**src/rtl/err_guard_pkg.sv**
```systemverilog
package err_guard_pkg;
  localparam int REG_W   = 32;
  localparam int ERR_N   = 5;

  localparam int IDX_MODE = 0;
  localparam int IDX_ADDR = 1;
  localparam int IDX_OFE  = 2;
  localparam int IDX_IFE  = 3;
  localparam int IDX_OVF  = 4;

  localparam logic [7:0] OFS_STATUS = 8'h00;
  localparam logic [7:0] OFS_MASK   = 8'h04;
  localparam logic [7:0] OFS_MODE   = 8'h08;
  localparam logic [7:0] OFS_SIZE   = 8'h0C;

  function automatic int err_pos(input int idx);
    case (idx)
      IDX_MODE: err_pos = 31;
      IDX_ADDR: err_pos = 30;
      IDX_OFE:  err_pos = 29;
      IDX_IFE:  err_pos = 28;
      default:  err_pos = 26;
    endcase
  endfunction

  function automatic logic [REG_W-1:0] err_spread(input logic [ERR_N-1:0] v);
    logic [REG_W-1:0] r;
    r = '0;
    for (int i = 0; i < ERR_N; i++) r[err_pos(i)] = v[i];
    return r;
  endfunction

  localparam logic [REG_W-1:0] ERR_DEFINED = 32'hF400_0000;
endpackage

```
**src/rtl/err_addr_decode.sv**
```systemverilog
module err_addr_decode
  import err_guard_pkg::*;
#(
  parameter int ADDR_W    = 8,
  parameter int NUM_MODES = 6
) (
  input  logic              reg_wr,
  input  logic              reg_rd,
  input  logic [ADDR_W-1:0] reg_addr,
  input  logic [REG_W-1:0]  reg_wdata,
  output logic              wr_status,
  output logic              wr_mask,
  output logic              wr_mode,
  output logic              wr_size,
  output logic              addr_bad,
  output logic              mode_bad
);
  localparam logic [ADDR_W-1:0] A_STATUS = ADDR_W'(OFS_STATUS);
  localparam logic [ADDR_W-1:0] A_MASK   = ADDR_W'(OFS_MASK);
  localparam logic [ADDR_W-1:0] A_MODE   = ADDR_W'(OFS_MODE);
  localparam logic [ADDR_W-1:0] A_SIZE   = ADDR_W'(OFS_SIZE);

  logic hit_status, hit_mask, hit_mode, hit_size, hit_any, access;

  always_comb begin
    hit_status = (reg_addr == A_STATUS);
    hit_mask   = (reg_addr == A_MASK);
    hit_mode   = (reg_addr == A_MODE);
    hit_size   = (reg_addr == A_SIZE);
    hit_any    = hit_status | hit_mask | hit_mode | hit_size;
    access     = reg_wr | reg_rd;

    wr_status  = reg_wr & hit_status;
    wr_mask    = reg_wr & hit_mask;
    wr_mode    = reg_wr & hit_mode;
    wr_size    = reg_wr & hit_size;
    addr_bad   = access & ~hit_any;
    mode_bad   = wr_mode & (reg_wdata >= REG_W'(NUM_MODES));
  end
endmodule

```
**src/rtl/err_event_detect.sv**
```systemverilog
module err_event_detect
  import err_guard_pkg::*;
(
  input  logic             addr_bad,
  input  logic             mode_bad,
  input  logic             wr_size,
  input  logic             ev_done,
  input  logic             ififo_push,
  input  logic             ififo_full,
  input  logic             ififo_empty,
  input  logic             ofifo_empty,
  output logic [ERR_N-1:0] det
);
  always_comb begin
    det           = '0;
    det[IDX_MODE] = mode_bad;
    det[IDX_ADDR] = addr_bad;
    det[IDX_OFE]  = wr_size & ~ofifo_empty;
    det[IDX_IFE]  = ev_done & ~ififo_empty;
    det[IDX_OVF]  = ififo_push & ififo_full;
  end
endmodule

```
**src/rtl/err_status_bank.sv**
```systemverilog
module err_status_bank
  import err_guard_pkg::*;
#(
  parameter int ADDR_W = 8,
  parameter int MODE_W = 3
) (
  input  logic              clk,
  input  logic              rst_n,
  input  logic [ADDR_W-1:0] reg_addr,
  input  logic [REG_W-1:0]  reg_wdata,
  input  logic              wr_status,
  input  logic              wr_mask,
  input  logic              wr_mode,
  input  logic              mode_bad,
  input  logic [ERR_N-1:0]  det,
  output logic [REG_W-1:0]  status_q,
  output logic [REG_W-1:0]  mask_q,
  output logic [REG_W-1:0]  rdata
);
  logic [MODE_W-1:0] mode_q;
  logic [REG_W-1:0]  set_vec, clr_vec, status_d;

  // Only errors enabled by the mask in force before the edge are recorded.
  always_comb begin
    set_vec  = err_spread(det) & ~mask_q & ERR_DEFINED;
    clr_vec  = wr_status ? reg_wdata : '0;
    status_d = (status_q & ~clr_vec) | set_vec;
  end

  always_ff @(posedge clk or negedge rst_n) begin
    if (!rst_n) begin
      status_q <= '0;
      mask_q   <= '0;
      mode_q   <= '0;
    end else begin
      status_q <= status_d;
      if (wr_mask) mask_q <= reg_wdata & ERR_DEFINED;
      if (wr_mode && !mode_bad) mode_q <= reg_wdata[MODE_W-1:0];
    end
  end

  always_comb begin
    if (reg_addr == ADDR_W'(OFS_STATUS))    rdata = status_q;
    else if (reg_addr == ADDR_W'(OFS_MASK)) rdata = mask_q;
    else if (reg_addr == ADDR_W'(OFS_MODE)) rdata = REG_W'(mode_q);
    else                                    rdata = '0;
  end
endmodule

```
**src/rtl/err_guard_unit.sv**
```systemverilog
module err_guard_unit
  import err_guard_pkg::*;
#(
  parameter int ADDR_W    = 8,
  parameter int NUM_MODES = 6
) (
  input  logic              clk,
  input  logic              rst_n,
  input  logic              reg_wr,
  input  logic              reg_rd,
  input  logic [ADDR_W-1:0] reg_addr,
  input  logic [31:0]       reg_wdata,
  output logic [31:0]       reg_rdata,
  input  logic              ev_done,
  input  logic              ififo_push,
  input  logic              ififo_full,
  input  logic              ififo_empty,
  input  logic              ofifo_empty,
  output logic              err_irq,
  output logic              core_halt
);
  localparam int MODE_W = (NUM_MODES > 2) ? $clog2(NUM_MODES) : 1;

  logic             wr_status, wr_mask, wr_mode, wr_size, addr_bad, mode_bad;
  logic [ERR_N-1:0] det;
  logic [REG_W-1:0] status_q, mask_q;

  err_addr_decode #(.ADDR_W(ADDR_W), .NUM_MODES(NUM_MODES)) u_decode (
    .reg_wr(reg_wr), .reg_rd(reg_rd), .reg_addr(reg_addr), .reg_wdata(reg_wdata),
    .wr_status(wr_status), .wr_mask(wr_mask), .wr_mode(wr_mode), .wr_size(wr_size),
    .addr_bad(addr_bad), .mode_bad(mode_bad)
  );

  err_event_detect u_detect (
    .addr_bad(addr_bad), .mode_bad(mode_bad), .wr_size(wr_size),
    .ev_done(ev_done), .ififo_push(ififo_push), .ififo_full(ififo_full),
    .ififo_empty(ififo_empty), .ofifo_empty(ofifo_empty), .det(det)
  );

  err_status_bank #(.ADDR_W(ADDR_W), .MODE_W(MODE_W)) u_bank (
    .clk(clk), .rst_n(rst_n), .reg_addr(reg_addr), .reg_wdata(reg_wdata),
    .wr_status(wr_status), .wr_mask(wr_mask), .wr_mode(wr_mode),
    .mode_bad(mode_bad), .det(det),
    .status_q(status_q), .mask_q(mask_q), .rdata(reg_rdata)
  );

  assign err_irq   = |status_q;
  assign core_halt = |status_q;
endmodule

```
**config.mk**
```make
export PLATFORM = sky130hd
export DESIGN_NAME = err_guard_unit
export DESIGN_NICKNAME = d
export VERILOG_FILES = /design/src/rtl/err_guard_pkg.sv /design/src/rtl/err_addr_decode.sv /design/src/rtl/err_event_detect.sv /design/src/rtl/err_status_bank.sv /design/src/rtl/err_guard_unit.sv
export SDC_FILE = /design/constraint.sdc
export NUM_CORES = 1
export LEC_CHECK = 0
export ABC_AREA = 1
export CORE_ASPECT_RATIO = 1.4
export CORE_MARGIN = 2
export CORE_UTILIZATION = 47
export CTS_CLUSTER_DIAMETER = 30
export CTS_CLUSTER_SIZE = 28
export DETAILED_ROUTE_END_ITERATION = 7
export GPL_TIMING_DRIVEN = 0
export MAX_ROUTING_LAYER = met4
export PLACE_DENSITY = 0.81
export SYNTH_ARGS = -nofsm -noshare
export SYNTH_HDL_FRONTEND = slang
export SYNTH_HIERARCHICAL = 1
export SYNTH_SLANG_ARGS = --single-unit
```
**constraint.sdc**
```tcl
create_clock -name clk -period 1.5 [get_ports clk]
set_clock_uncertainty 0.2 [all_clocks]
set_input_delay 0.3 -clock clk [delete_from_list [all_inputs] [get_ports clk]]
set_output_delay 0.3 -clock clk [all_outputs]
set_load 0.05 [all_outputs]
```
==> results <==
[power groups by stage]
stage                     clock network [W]  registers, W  logic (W)
after floorplan                           0       0.00121   0.000172
after global placement                    0       0.00122   0.000373
after detailed placement                  0       0.00122   0.000381
after CTS                          0.000738       0.00121   0.000389
after global routing               0.000792       0.00122   0.000455
final                              0.000729       0.00121   0.000415
[area by class of cell]
class	count	area, um^2	share of cell area
Buffer	9	115	0.0293
Clock buffer	6	82.6	0.0210
Clock inverter	2	10.0	0.00255
Inverter	64	248	0.0631
Multi-Input combinational cell	202	1320	0.336
Sequential cell	40	1000	0.255
Tap cell	64	80.1	0.0204
Timing Repair Buffer	98	1070	0.273
[per-layer routing]
metal	GRT usage	vias up	wire (um)
met5	-	-	0
met4	0.122	0	216
li1	-	1158	-
met3	0.0280	21	251
met2	0.493	90	3940
met1	0.250	1091	2400
[state kept, by name (all words and copies together) (netlist names)]
signal           cells
u_bank/mask_q        5
u_bank/status_q     32
u_bank/mode_q        3
[placed cells by master, fill, tap and decap left out, drive strengths merged]
| cell | instances |
|---|---|
| nor2 | 73 |
| nand2 | 68 |
| inv | 64 |
| buf | 63 |
| dfrtp | 40 |
| a21oi | 30 |
| clkbuf | 19 |
| clkdlybuf4s15 | 12 |
| dlygate4sd2 | 11 |
| nand3 | 11 |
| clkdlybuf4s50 | 7 |
| a22o | 5 |
| o21ai | 5 |
| and2 | 3 |
| a21boi | 3 |
| clkinv | 2 |
| nor3 | 2 |
| nand4 | 1 |
| dlygate4sd3 | 1 |
| o22ai | 1 |
[worst paths after layout]
check                      slack [ns]             endpoint  cells past startpoint           startpoint
max                             -0.46              err_irq                      6  u_bank/status_q[29]
min                             0.009  u_bank/status_q[19]                      2        reg_wdata[19]
max reg2reg                      0.53  u_bank/status_q[30]                      1  u_bank/status_q[30]
min reg2reg                      0.28     u_bank/mode_q[2]                      2     u_bank/mode_q[2]
max in group asynchronous        0.37  u_bank/status_q[30]                      2                rst_n
min in group asynchronous        0.36   u_bank/status_q[0]                      2                rst_n
[repair_timing]
| item | 4_1_cts | 5_1_grt |
|---|---|---|
| hold buffers | 1 | 0 |
| cloned | 3 | 0 |
| gates resized for setup | 358 | 64 |
| pin swaps | 47 | 46 |
| hold endpoints to repair | 40 | 0 |
| setup buffers | 12 | 1 |
| endpoints found under the setup margin | 74 | 112 |
[per-stage QoR]
stage / std cells / hold slack, ns / total power (W) / worst slack, ns
3_5_place_dp: 460 / 0.263 / 0.00160 / -1.51
2_1_floorplan: 314 / -0.196 / 0.00138 / -0.190
5_1_grt: 485 / 0.0176 / 0.00247 / -0.515
6_report: 485 / 0.00917 / 0.00235 / -0.457
4_1_cts: 484 / 0.119 / 0.00234 / -0.449
3_3_place_gp: 460 / 0.255 / 0.00159 / -1.49
==> parameters.txt <==
Parameter                              Value

Clock network
  Clock sink count ... 40
  CTS Buf Count ... 5
  CTS tree ... yes
  Root buf cell ... sky130_fd_sc_hd__clkbuf_8
  Worst-path clk slew ... 0.07 ns
  Source-to-sink clock delay at the later pin of the worst-skew pair ... 0.29 ns
  H-tree depth ... 2
  Clock Path Buffers ... 2

Critical path
  Cell type of the slowest stage on the worst timing path ... sky130_fd_sc_hd__dfrtp_1
  Arrival time worst endpoint ... 1.46 ns
  Family with the most delay on the worst path ... simple AND/OR/NAND/NOR gates
  Cell breakdown of the critical path ... nor2_2 -> nand4_1 -> nor2_2 -> nand2_4 -> buf_8 -> buf_6
  Sort of element at the end of the critical path ... output port
  Required time of the worst setup path ... 1.00 ns
  CP Max Fanout ... 3
  Critical path startpoint category ... flip-flop
  Combined buffer and inverter count along the critical path ... 2
  Critical Path Most Common Cell ... sky130_fd_sc_hd__nor2_2
  Crit Path Category ... flip-flop to output port
  Critical path's largest stage delay ... 0.42 ns

Global routing
  Global-route wire length before repair ... 10,800 um
  Initial antenna violation count ... 0
  Largest net degree at the start of global routing ... 41
  GRT Util Overall ... 0.254
  Vias in the first global route ... 2,425
  Total gr overflow ... 0

STA
  Tightest slew margin relative to the limit ... 0.636
  Final Max Tran Viols ... 0
  Unrepaired setup endpoints after global routing ... yes
  Final cycle utilization of the critical path ... 1.30
  Count of final hold-check violations ... 0
  Fmax ... 511 MHz
  Least-Margin Pin Slew ... 0.546 ns
  Setup Viol. Count Final ... 35
  Worst path setup slack after routing ... -0.457 ns
  Final min period ... 1.96 ns
  Setup TNS Final ... -8.99 ns

Pwr
  PD cells ... 599 mW/mm^2
  Register share of total power ... 0.514
  Leakage ... 2.08 nW
  Switch Pwr ... 0.000648 W
  Internal power ... 0.00171 W
  Worst voltage drop across the vdd grid ... 0.583 mV
  Clock power frac ... 0.310
  Sw frac ... 0.275
  Combinational share of power ... 0.176

Placement
  Total cell area at the placement stage ... 0.00339 mm^2
  Last weighted congestion value of the routability-driven placer ... 0.807
  Count of buffers from port buffering ... 82
  HPWL reported at the end of detailed placement ... 4500 um

Die
  Width of the die ... 64.4 um
  Row Count ... 30
  Top Ports ... 83
  Die height ... 88.5 um
  Initial core utilization ... 0.492
  Overall die area ... 0.00570 mm^2
  Core area ... 0.00488 mm^2

Logic synthesis
  Gate count of the mapped netlist ... 314
  Mapped Area ... 0.00240 mm^2
  Post-Syn Nets ... 363
  Mean instance size in the synthesized netlist ... 7.64 um^2
  Ys Warns ... 6

Detailed routing
  Initial DRT Pass Iterations ... 5
  DRC violation total after the first TritonRoute iteration ... 102
  Final routed DRC violation total ... 0
  Total via count in the routed design ... 2,360
  Antenna viol nets, final ... 0
  WL/cell ... 14.0 um
  Final routed wirelength across all metal layers ... 6810 um
  Vias/cell ... 4.87

Cells and area
  Final instance area ... 0.00393 mm^2
  Area added between synthesis and finish ... 63.8%
  Antenna fix cells ... 0
  Final Util ... 0.805
  Share of cells above drive strength 1 ... 0.401
  Number of nets in the finished design ... 469
  # fillers ... 324

Run status
  Outcome ... finished with violations
  Violations in the final reports ... setup timing

Run
  Max Cap Violations ... 0

Min path
  HP Class ... primary input to flip-flop
(Power assumes the default switching activity.)
